`config.mk`:
```
export PLATFORM = sky130hd
export DESIGN_NAME = cpu8_core
export DESIGN_NICKNAME = d
export VERILOG_FILES = /design/src/rtl/cpu8_pkg.sv /design/src/rtl/cpu8_decode.sv /design/src/rtl/cpu8_seq.sv /design/src/rtl/cpu8_regs.sv /design/src/rtl/cpu8_core.sv
export SDC_FILE = /design/constraint.sdc
export NUM_CORES = 1
export LEC_CHECK = 0
export BUFFER_PORTS_ARGS = -buffer_cell sky130_fd_sc_hd__buf_4
export CORE_MARGIN = 3
export CORE_UTILIZATION = 53
export CTS_CLUSTER_SIZE = 8
export DETAILED_ROUTE_END_ITERATION = 6
export MAX_ROUTING_LAYER = met4
export PLACE_DENSITY = 0.85
export SLEW_MARGIN = 20
export SYNTH_ARGS = -nofsm -noshare
export SYNTH_HDL_FRONTEND = slang
export SYNTH_HIERARCHICAL = 1
export SYNTH_SLANG_ARGS = --single-unit
```
`constraint.sdc`:
```
create_clock -name clk -period 5.9 [get_ports clk]
set_input_delay 1.18 -clock clk [delete_from_list [all_inputs] [get_ports clk]]
set_output_delay 1.18 -clock clk [all_outputs]
set_load 0.01 [all_outputs]
```
`src/rtl/cpu8_pkg.sv`:
```
`timescale 1ns/1ps
package cpu8_pkg;

    localparam int WORD_W  = 8;
    localparam int FLAG_Z  = 1;
    localparam int FLAG_N  = WORD_W - 1;

    localparam logic [WORD_W-1:0] OPC_LOAD_IMM = 8'hA9;
    localparam logic [WORD_W-1:0] OPC_MOVE_AX  = 8'hAA;
    localparam logic [WORD_W-1:0] OPC_STOP     = 8'h00;

    typedef enum logic [1:0] {
        ST_IDLE,
        ST_FETCH,
        ST_OPCODE,
        ST_OPERAND
    } seq_state_t;

    typedef enum logic [1:0] {
        OPK_LOAD,
        OPK_MOVE,
        OPK_STOP,
        OPK_BAD
    } op_kind_t;

    typedef struct packed {
        logic load_acc;
        logic load_x;
    } wr_ctl_t;

    function automatic logic [WORD_W-1:0] fold_flags(
        input logic [WORD_W-1:0] st,
        input logic [WORD_W-1:0] value
    );
        logic [WORD_W-1:0] r;
        r         = st;
        r[FLAG_Z] = (value == '0);
        r[FLAG_N] = value[WORD_W-1];
        return r;
    endfunction

endpackage

```
`src/rtl/cpu8_decode.sv`:
```
`timescale 1ns/1ps
module cpu8_decode
    import cpu8_pkg::*;
(
    input  logic [WORD_W-1:0] opcode,
    output op_kind_t          kind
);

    always_comb begin
        unique case (opcode)
            OPC_LOAD_IMM: kind = OPK_LOAD;
            OPC_MOVE_AX:  kind = OPK_MOVE;
            OPC_STOP:     kind = OPK_STOP;
            default:      kind = OPK_BAD;
        endcase
    end

endmodule

```
`src/rtl/cpu8_seq.sv`:
```
`timescale 1ns/1ps
module cpu8_seq
    import cpu8_pkg::*;
#(
    parameter int ADDR_W = 16
) (
    input  logic              clk,
    input  logic              rst,
    input  logic              start,
    input  op_kind_t          kind,
    output logic              mem_rd,
    output logic [ADDR_W-1:0] pc,
    output wr_ctl_t           wr,
    output logic              halted,
    output logic              illegal
);

    localparam logic [ADDR_W-1:0] PC_ONE = ADDR_W'(1);

    seq_state_t state;

    always_comb begin
        mem_rd = 1'b0;
        if (!start) begin
            mem_rd = (state == ST_FETCH) ||
                     (state == ST_OPCODE && kind == OPK_LOAD);
        end
    end

    always_comb begin
        wr.load_acc = !start && (state == ST_OPERAND);
        wr.load_x   = !start && (state == ST_OPCODE) && (kind == OPK_MOVE);
    end

    always_ff @(posedge clk) begin
        if (rst) begin
            state   <= ST_IDLE;
            pc      <= '0;
            halted  <= 1'b1;
            illegal <= 1'b0;
        end else if (start) begin
            state   <= ST_FETCH;
            pc      <= '0;
            halted  <= 1'b0;
            illegal <= 1'b0;
        end else begin
            unique case (state)
                ST_IDLE: begin
                    state <= ST_IDLE;
                end
                ST_FETCH: begin
                    pc    <= pc + PC_ONE;
                    state <= ST_OPCODE;
                end
                ST_OPCODE: begin
                    unique case (kind)
                        OPK_LOAD: begin
                            pc    <= pc + PC_ONE;
                            state <= ST_OPERAND;
                        end
                        OPK_MOVE: state <= ST_FETCH;
                        OPK_STOP: begin
                            halted <= 1'b1;
                            state  <= ST_IDLE;
                        end
                        default: begin
                            halted  <= 1'b1;
                            illegal <= 1'b1;
                            state   <= ST_IDLE;
                        end
                    endcase
                end
                ST_OPERAND: state <= ST_FETCH;
                default:    state <= ST_IDLE;
            endcase
        end
    end

    // each read advances pc by one
    a_r3_pc_step: assert property (@(posedge clk) disable iff (rst)
        mem_rd |=> pc == $past(pc) + PC_ONE);

    // a halted core makes no reads
    a_r9_no_read_halted: assert property (@(posedge clk) disable iff (rst)
        halted |-> !mem_rd);

    // illegal implies halted, and stays until start
    a_r10_illegal_halts: assert property (@(posedge clk) disable iff (rst)
        illegal |-> halted);
    a_r10_illegal_sticky: assert property (@(posedge clk) disable iff (rst)
        (illegal && !start) |=> illegal);

    // start rewinds pc and clears the stop indications
    a_r2_start: assert property (@(posedge clk) disable iff (rst)
        start |=> (pc == '0 && !halted && !illegal));

endmodule

```
`src/rtl/cpu8_regs.sv`:
```
`timescale 1ns/1ps
module cpu8_regs
    import cpu8_pkg::*;
(
    input  logic              clk,
    input  logic              rst,
    input  wr_ctl_t           wr,
    input  logic [WORD_W-1:0] din,
    output logic [WORD_W-1:0] acc,
    output logic [WORD_W-1:0] xreg,
    output logic [WORD_W-1:0] status
);

    localparam logic [WORD_W-1:0] FIXED_MASK =
        ~((WORD_W'(1) << FLAG_Z) | (WORD_W'(1) << FLAG_N));

    always_ff @(posedge clk) begin
        if (rst) begin
            acc    <= '0;
            xreg   <= '0;
            status <= '0;
        end else if (wr.load_acc) begin
            acc    <= din;
            status <= fold_flags(status, din);
        end else if (wr.load_x) begin
            xreg   <= acc;
            status <= fold_flags(status, acc);
        end
    end

    // transfer copies acc into xreg
    a_r5_move: assert property (@(posedge clk) disable iff (rst)
        wr.load_x |=> (xreg == $past(acc) && acc == $past(acc)));

    // zero flag follows the written register
    a_r6_zero_acc: assert property (@(posedge clk) disable iff (rst)
        wr.load_acc |=> status[FLAG_Z] == (acc == '0));
    a_r6_zero_x: assert property (@(posedge clk) disable iff (rst)
        wr.load_x |=> status[FLAG_Z] == (xreg == '0));

    // negative flag follows bit 7 of the written register
    a_r7_neg_acc: assert property (@(posedge clk) disable iff (rst)
        wr.load_acc |=> status[FLAG_N] == acc[WORD_W-1]);
    a_r7_neg_x: assert property (@(posedge clk) disable iff (rst)
        wr.load_x |=> status[FLAG_N] == xreg[WORD_W-1]);

    // untouched bits never move; no write, no status change
    a_r8_fixed_bits: assert property (@(posedge clk) disable iff (rst)
        1'b1 |=> $stable(status & FIXED_MASK));
    a_r8_hold: assert property (@(posedge clk) disable iff (rst)
        !(wr.load_acc || wr.load_x) |=> $stable(status));

endmodule

```
`src/rtl/cpu8_core.sv`:
```
`timescale 1ns/1ps
module cpu8_core
    import cpu8_pkg::*;
#(
    parameter int ADDR_W = 16
) (
    input  logic              clk,
    input  logic              rst,
    input  logic              start,
    output logic              mem_rd,
    output logic [ADDR_W-1:0] mem_addr,
    input  logic [7:0]        mem_data,
    output logic              halted,
    output logic              illegal,
    output logic [7:0]        acc,
    output logic [7:0]        xreg,
    output logic [7:0]        status,
    output logic [ADDR_W-1:0] pc
);

    op_kind_t kind;
    wr_ctl_t  wr;

    cpu8_decode u_decode (
        .opcode (mem_data),
        .kind   (kind)
    );

    cpu8_seq #(.ADDR_W(ADDR_W)) u_seq (
        .clk     (clk),
        .rst     (rst),
        .start   (start),
        .kind    (kind),
        .mem_rd  (mem_rd),
        .pc      (pc),
        .wr      (wr),
        .halted  (halted),
        .illegal (illegal)
    );

    cpu8_regs u_regs (
        .clk    (clk),
        .rst    (rst),
        .wr     (wr),
        .din    (mem_data),
        .acc    (acc),
        .xreg   (xreg),
        .status (status)
    );

    assign mem_addr = pc;

    // idle core after reset issues no reads
    a_r1_reset_idle: assert property (@(posedge clk)
        rst |=> (halted && !illegal && acc == '0 && xreg == '0 && status == '0));

endmodule

```
== Word level (Yosys, flattened, before mapping) ==
Cells that the tools add are included.
W data, S select, Z words.
Storage, ports and cells
  register bits after elaboration: 38
  input port bits: 11
  output and inout port bits: 59
  logic and storage cells: 52
Operators by class
  bitwise operators: 2
  add/subtract/negate cells: 1
  reductions and logical operators: 20
  mux-type cells: 12
  equal/unequal tests: 9
Operators with widths (number)
  $pmux W16 S2: 1
  $add A16 B1 Y16 const B: 1
  $eq A8 B8 Y1 const B: 2
  $logic_not A8 Y1: 2
  $mux W16: 1
  $mux W8: 2
  $pmux W2 S4: 1
  $reduce_and A2 Y1: 4
  $eq A2 B2 Y1 const B: 3
  $pmux W2 S3: 1
  $reduce_bool A2 Y1: 3
  $mux W1: 5
  $eq A2 B1 Y1 const B: 2
  $logic_and A1 B1 Y1: 4
  $logic_not A2 Y1: 2
  $ne A2 B1 Y1 const B: 2
  $pmux W2 S2: 1
  $reduce_or A2 Y1: 2
  $reduce_or A3 Y1: 1
  $not A1 Y1: 2
  $logic_not A1 Y1: 1
  $logic_or A1 B1 Y1: 1

== Logic depth before layout (Yosys ltp) ==
Gate-level depths: netlist of run 1.
  depth after elaboration: 7
  gate-level depth with buffers: 8
  gate-level depth less buffers: 7

== Hierarchy ==
The synthesis of run 1 kept the hierarchy.
Modules (own cells, without submodules)
  cpu8_seq: instances 1, cells each 106, area each 952.2 sq um, sequential area each 400.4 sq um
  cpu8_regs: instances 1, cells each 85, area each 764.5 sq um, sequential area each 360.3 sq um
  cpu8_core: instances 1, cells each 16, area each 120.1 sq um, sequential area each 0.0 sq um
  cpu8_decode: instances 1, cells each 8, area each 57.6 sq um, sequential area each 0.0 sq um

== Worst setup path after synthesis of run 1 ==
Ideal clock, no wire load.
  path type: input -> output
  start: input port mem_data[4]
  end: output port mem_rd
  stages on the path: 5
  arrival: 2.376 ns
  path buffers: 0
  setup slack: 2.344 ns
  required time: 4.720 ns
  path through: nor3_1 -> nand3_1 -> nor4b_4 -> nor2_1 -> nor2_1
Between the ends
  word-level cells in the longest chain between the ends: 6
  elaborated cells on any way between the ends: 8
  those cells by class: eq/ne: 2; mux: 2; reduce/logical: 4
RTL lines
  start: declaration: line cpu8_core.sv:12  | input logic [7:0] mem_data,
  $eq A8 B8 Y1 or $logic_not A8 Y1 (tied branches): line cpu8_decode.sv:10  | unique case (opcode)
  $pmux W2 S3 (*): line cpu8_decode.sv:10
  via kind[1]: line cpu8_core.sv:21  | op_kind_t kind;
  $logic_not A2 Y1 (*): line cpu8_seq.sv:26  | (state == ST_OPCODE && kind == OPK_LOAD);
  $logic_and A1 B1 Y1 (*): line cpu8_seq.sv:26
  $logic_or A1 B1 Y1 (*): line cpu8_seq.sv:25  | mem_rd = (state == ST_FETCH) ||
  $mux W1 (*): line cpu8_seq.sv:24  | if (!start) begin
  end: declaration: line cpu8_core.sv:10  | output logic mem_rd,
Mark *: on every way through the listed nets, which the timed path passes. The rest lies on a longest branch.

== Worst setup path in the final report of run 1 ==
Ends and elaborated chain as after synthesis.

==> out/qor.yml, run 1 <==
antenna_found_initial: 0
die-area_mm2: 0.00433
ys_ff_latch: 38
n_antenna_cell: 0
rsz0062_at_grt: "false"
dr_total_vias: 1665
syn_area_mm2: 0.00189
fin_cells: 309
avgSynthCellArea_um2: 8.81
drtAntennaViolNets: 0
r2r_slack_ns: 3.84
grt-ovfl-total: 0
synth-edff-count: 0
cp_data_arrival_time_ns: 2.80
dr.pass1.iters: 4
synthToLayoutAreaGrowth_pct: 21.7
crit_path_start_kind: "input port"
synth_flop_cell: "dfxtp_1"
muxShareOfSynthArea_pct: 4.23
avgRoutedWirePerCell_um: 13.3
status: "complete, no violations"
post_cts_buffers: 0
clock.fmax_ghz: 0.251
synth_simple_gate_area_share_pct: 25.5
hold_violations: 0
synth_top_area_share_pct: 40.2
worstHoldPathType: "flip-flop to flip-flop"
worst_clock_skew_ns: 0.0180
holdWs_ns: 0.464
pwr_density_cell_mw_per_mm2: 184
grt_pass1_vias: 1503
period_needed_ns: 3.98
cts.path.max_buffers: 2
grt_max_degree: 24
grt_first_pass_wirelength_um: 6790
cts.sinks: 38
initial_core_util_pct: 55.9
ir_drop_mv: 0.142
drt_wl_total_um: 4110
die_h_um: 65.8
slew-limit-headroom_pct: 60.8
synth-xor-area-share_pct: 4.16
drive_gt1_share_pct: 31.6
tightest_slew_ns: 0.583
worstSkewPairLatency_ns: 0.35
cap_violations: 0
layout.nets: 274
io_pins: 70
cts_buffers: 5
cts-htree-levels: 2
path_class: "input port to primary output"
yosysWarnings: 6
viasPerCell: 5.39
synth_top_family_by_area: "simple AND/OR/NAND/NOR gates"
track_usage_pct: 20.6
cts_hold_buf: 0
die_w_um: 65.8
synth_area_leaders: "dfxtp_1 (40%), buf_4 (9.9%), a21oi_1 (5.3%), nand2_1 (4.8%), nor2_1 (4.6%)"
ys_seq_area_share_pct: 40.2
cts_root_buf: "clkbuf_4"
synth_compound_area_share_pct: 14.3
drtIter0Drc: 65
cts.clk_slew.worst_paths_ns: 0.13
fin_tns_setup_ns: 0
placementRows: 21
p_leak_nw: 0.919
stdcell_area_mm2: 0.00230
core_mm2: 0.00339
placedCellCount: 301
layout_commonest_cell: "buf_4"
hpwl_um: 3020
place.port_buffers: 63
cts_tree: "done"
required_ns: 4.72
end_kind: "primary output"
crit_fanout: 7
mostFrequentLayoutCells: "buf_4 (64), dfxtp_1 (38), nand2_1 (24)"
slew_viol_final: 0
routabilityCongestion: 0.806
postSynth.asyncResetShare_pct: 0
dpl_cell_area_mm2: 0.00225
setup_viol: 0
synth-adder-area-share_pct: 0.661
yosysTopAreaCell: "dfxtp_1"
ys_types: 42
fin_crit_sh_pct: 67.4
cts_resized: 0
drc_errors: 0
synth_cells: 215
==> synth_stat cells (2+ instances only) <==
library cell,count
a21oi_1,20
a31oi_1,2
and3_1,2
and4_1,4
buf_2,2
buf_4,25
clkbuf_1,2
dfxtp_1,38
mux2i_1,8
nand2_1,24
nand2b_1,2
nand3_1,6
nand4_1,2
nor2_1,23
nor2b_1,2
nor3_1,2
nor4_1,3
nor4b_1,2
o211ai_2,2
o21ai_0,9
or3_1,7
xnor2_1,3
xor2_1,6
==> cell families after synthesis <==
kind of cell               count (synthesis)
buffers and inverters                     29
and+or+nand+nor                           88
adders and majority gates                  1
xor gates and xnor gates                   9
muxes                                      8
DFF                                       38
other                                      1
AOI/OAI and AO/OA                         41
==> layout make-up <==
type / instances / area [µm²]
clock inverters: 3 / 21.3
clock buffers: 5 / 37.5
well taps: 46 / 57.6
repair buffers: 64 / 480
flip-flops and latches: 38 / 761
multi-input cells: 153 / 947
fillers: 295 / 1080
==> worst max-delay path: stages <==
cell,delay [ns]
buf_4,0.12
nor3_1,0.24
nand3_1,0.28
nor4b_4,0.52
nor2_1,0.20
nor2_1,0.12
buf_4,0.13
==> registers in the layout, summed over array words and instances (netlist names) <==
| signal | cells |
|---|---|
| u_regs/xreg | 8 |
| u_seq/halted | 1 |
| u_regs/acc | 8 |
| u_seq/pc | 16 |
| u_seq/illegal | 1 |
| u_seq/state | 2 |
| u_regs/status | 2 |
==> path summary, 6_finish.rpt <==
| check | startpoint | end | depth (start not counted) |
|---|---|---|---|
| max | mem_data[4] | mem_rd | 7 |
| min | u_regs/xreg[4] | u_regs/xreg[4] | 2 |
| max reg2reg | u_seq/state[1] | u_regs/xreg[1] | 6 |
| min reg2reg | u_regs/xreg[4] | u_regs/xreg[4] | 2 |
==> power breakdown <==
part           internal [W]  switching [W]  leakage (nW)
registers          0.000258     0.00000241         0.307
clock network     0.0000463      0.0000899        0.0312
logic             0.0000106      0.0000160         0.581
==> per-layer routing <==
| metal | wire (µm) | track usage (%) |
|---|---|---|
| met4 | 44 | 5.70 |
| met1 | 1780 | 24.2 |
| met3 | 420 | 7.14 |
| met5 | 0 | - |
| met2 | 1870 | 33.3 |
==> stage by stage <==
stage	setup WS (ns)	utilization (%)	total power [W]
after floorplan	2.34	-	0.000283
after global placement	2.05	66.3	0.000292
after detailed placement	1.94	66.3	0.000293
after CTS	1.93	68.0	0.000428
after global routing	1.75	68.0	0.000443
final	1.92	68.0	0.000423
Power figures use the tool's default switching activity.
==> run 2: changes to the inputs <==
--- a/config.mk
+++ b/config.mk
@@ -5,13 +5,14 @@
 export SDC_FILE = /design/constraint.sdc
 export NUM_CORES = 1
 export LEC_CHECK = 0
+export ABC_AREA = 1
 export BUFFER_PORTS_ARGS = -buffer_cell sky130_fd_sc_hd__buf_4
 export CORE_MARGIN = 3
-export CORE_UTILIZATION = 53
+export CORE_UTILIZATION = 45
 export CTS_CLUSTER_SIZE = 8
 export DETAILED_ROUTE_END_ITERATION = 6
 export MAX_ROUTING_LAYER = met4
-export PLACE_DENSITY = 0.85
+export PLACE_DENSITY = 0.76
 export SLEW_MARGIN = 20
 export SYNTH_ARGS = -nofsm -noshare
 export SYNTH_HDL_FRONTEND = slang
==> constraint.sdc (replaced) <==
create_clock -name clk -period 3.2 [get_ports clk]
set_input_delay 0.64 -clock clk [delete_from_list [all_inputs] [get_ports clk]]
set_output_delay 0.64 -clock clk [all_outputs]
set_load 0.01 [all_outputs]
==> run 2 against run 1 <==
Net effect:
- utilization fell by 9.8 points
- non-clock buffer count rose by 1
- combinational power rose by 150%
- cell count rose by 29%
- critical path depth rose by 6
- power rose by 150%
- sequential power rose by 84%
- clock power rose to 3.7 times the previous value
- first-iteration DRC count rose by 63%
- largest cell class unchanged
==> out/qor.yml, run 2 <==
cts.sinks: 38  # unchanged
core_mm2: 0.00441  # +30%
yosysWarnings: 6  # unchanged
placementRows: 24  # +14%
path_cells: "buf_4 > inv_1 > nand2_1 > nor2_2 > nand3_2 > nand2_1 > nand2_1 > nor2_1 > nand2_2 > nand2_4 > inv_1 > nor2_1 > buf_4"
die_w_um: 73.9  # +12%
cts_tree: "done"
routabilityCongestion: 0.843  # +4.6%
yosys-top-cells-count: "nand2_1 (53), nor2_1 (50), dfxtp_1 (38)"
cts.clk_slew.worst_paths_ns: 0.08  # -0.05 ns
avgSynthCellArea_um2: 6.98  # -21%
drive_gt1_share_pct: 28.8  # -2.7 points
cts_resized: 0  # unchanged
crit_fanout: 26  # +19
post_cts_buffers: 0  # unchanged
grt-ovfl-total: 0  # unchanged
hold_violations: 0  # unchanged
synthMostInstantiatedCell: "nand2_1"
viasPerCell: 4.77  # -11%
grt_first_pass_wirelength_um: 7460  # +9.9%
path_class: "input port to primary output"
synthToLayoutAreaGrowth_pct: 23.8
status: "complete, no violations"
end_kind: "primary output"
dr.pass1.iters: 4  # unchanged
dr_total_vias: 1903  # +14%
avgRoutedWirePerCell_um: 11.3  # -15%
cts.path.max_buffers: 2  # unchanged
path_buf_inv: 4  # +2
drtIter0Drc: 106  # +63%
max_stage_delay_ns: 0.22  # -0.30 ns
ir_drop_mv: 0.210  # +48%
worst-path-stages: 13  # +6
cts-htree-levels: 2  # unchanged
pwr_density_cell_mw_per_mm2: 408  # +120%
track_usage_pct: 18.1  # -2.5 points
setup_viol: 0  # unchanged
crit_path_frequent_cell: "nand2_1"
crit_path_start_kind: "input port"
layout.nets: 358  # +31%
largest_reg_flops: 16  # unchanged
required_ns: 2.56  # -2.16 ns
synth_cells: 297  # +38%
hpwl_um: 3400  # +13%
mostFrequentLayoutCells: "buf_4 (65), nand2_1 (53), nor2_1 (50)"
crit_family: "simple AND/OR/NAND/NOR gates"
fin_tns_setup_ns: 0  # unchanged
n_antenna_cell: 0  # unchanged
clock.fmax_ghz: 0.366
drc_errors: 0  # unchanged
worstHoldPathType: "flip-flop to flip-flop"
die-area_mm2: 0.00546  # +26%
cp_data_arrival_time_ns: 2.09  # -0.71 ns
tightest_slew_ns: 0.490  # -0.0927 ns
fin_crit_sh_pct: 85.4
slew-limit-headroom_pct: 67.1  # +6.2 points
worst_clock_skew_ns: 0.00951  # -0.00845 ns
synth-edff-count: 0  # unchanged
grt_pass1_vias: 1738  # +16%
antenna_found_initial: 0  # unchanged
regMostFlops: "u_seq/pc"
holdPathStages: 2  # unchanged
slew_viol_final: 0  # unchanged
period_needed_ns: 2.73
cts_root_buf: "clkbuf_8"
place.port_buffers: 63  # unchanged
yosysTopAreaCell: "dfxtp_1"
final_core_util_pct: 58.2  # -9.8 points
synth_top_area_share_pct: 36.7  # -3.5 points
die_h_um: 73.9  # +12%
io_pins: 70  # unchanged
worstSkewPairLatency_ns: 0.30  # -0.05 ns
drt_wl_total_um: 4510  # +9.7%
syn_area_mm2: 0.00207  # +9.5%
drtAntennaViolNets: 0  # unchanged
layout_commonest_cell: "buf_4"
cts_hold_buf: 0  # unchanged
top_regs: "u_seq/pc (16), u_regs/acc (8), u_regs/xreg (8)"
ys_types: 28  # -33%
cap_violations: 0  # unchanged
ys_seq_area_share_pct: 36.7  # -3.5 points
reg2regPathDepth: 6  # unchanged
cts_buffers: 5  # unchanged
postSynth.asyncResetShare_pct: 0  # unchanged
synth_area_leaders: "dfxtp_1 (37%), nand2_1 (9.6%), nor2_1 (9.0%), buf_4 (8.7%), inv_1 (6.7%)"
rsz0062_at_grt: "false"
p_leak_nw: 1.21  # +31%
grt_max_degree: 27  # +13%
cp_slowest_cell: "nand2_4"
synth_flop_cell: "dfxtp_1"
ys_ff_latch: 38  # unchanged
initial_core_util_pct: 47.0  # -8.9 points
[run 2: cell types whose count changed after synthesis, sizes merged, moves of 4 or more]
| cell | delta |
|---|---|
| nand3 | +10 |
| nor4 | -4 |
| nor2 | +36 |
| or3 | -7 |
| and4 | -4 |
| nor4b | -4 |
| nand4 | +7 |
| o21ai | +9 |
| nand2 | +32 |
| inv | +41 |
| mux2i | -8 |
| xor2 | -6 |
[run 2: worst register-to-register path, cell delays in order (launching register included)]
cell	delay [ns]
dfxtp_1	0.43
ha_1	0.26
nand3_2	0.16
nor2_4	0.18
nand3_1	0.12
o21ai_0	0.18
nor2_1	0.06
[run 2: area by class of cell]
class,count,area [µm²]
sequential,38,761
clock buffer,6,82.6
timing repair buffer,65,488
clock inverter,2,60.1
multi-input combinational,195,956
tap,52,65.1
inverter,41,156
fill,431,1850
[run 2: layer usage]
metal	GRT usage [%]	vias to the layer above	part of all wire [%]
met1	21.5	834	43
met2	29.2	57	48
li1	-	1007	-
met5	-	-	0
met3	5.34	5	7.2
met4	5.84	0	1.4
[run 2: worst paths after layout]
kind / start / to / slack (ns)
max: mem_data[6] / mem_rd / 0.47
min: u_regs/xreg[1] / u_regs/xreg[1] / 0.48
min reg2reg: u_regs/xreg[1] / u_regs/xreg[1] / 0.48
max reg2reg: u_seq/pc[0] / u_seq/pc[10] / 1.71
[run 2: cell families (layout without fill, tap and decap cells)]
logic type,after synthesis,after routing,share of synthesized area (%)
simple gates,146,146,33.6
fa+ha+maj,1,1,0.603
buf+inv,69,114,18.2
flops,38,38,36.7
compound gates,42,42,10.8
other cells,1,6,0.181
[run 2: stage by stage]
stage,instances,setup WS [ns],power (W),hold WS (ns),area [µm²]
detailed placement,391,0.515,0.000556,0.467,2430
global route,399,0.270,0.00108,0.513,2570
finish,399,0.466,0.00105,0.481,2570
global placement,391,0.578,0.000555,0.451,2430
CTS,399,0.454,0.00105,0.479,2570
floorplan,302,0.990,0.000536,0.468,2090
[run 2: power by group]
part | total (W) | switching, W | internal, W
combinational | 0.0000654 | 0.0000412 | 0.0000243
clock | 0.000502 | 0.000169 | 0.000332
sequential | 0.000480 | 0.00000371 | 0.000476
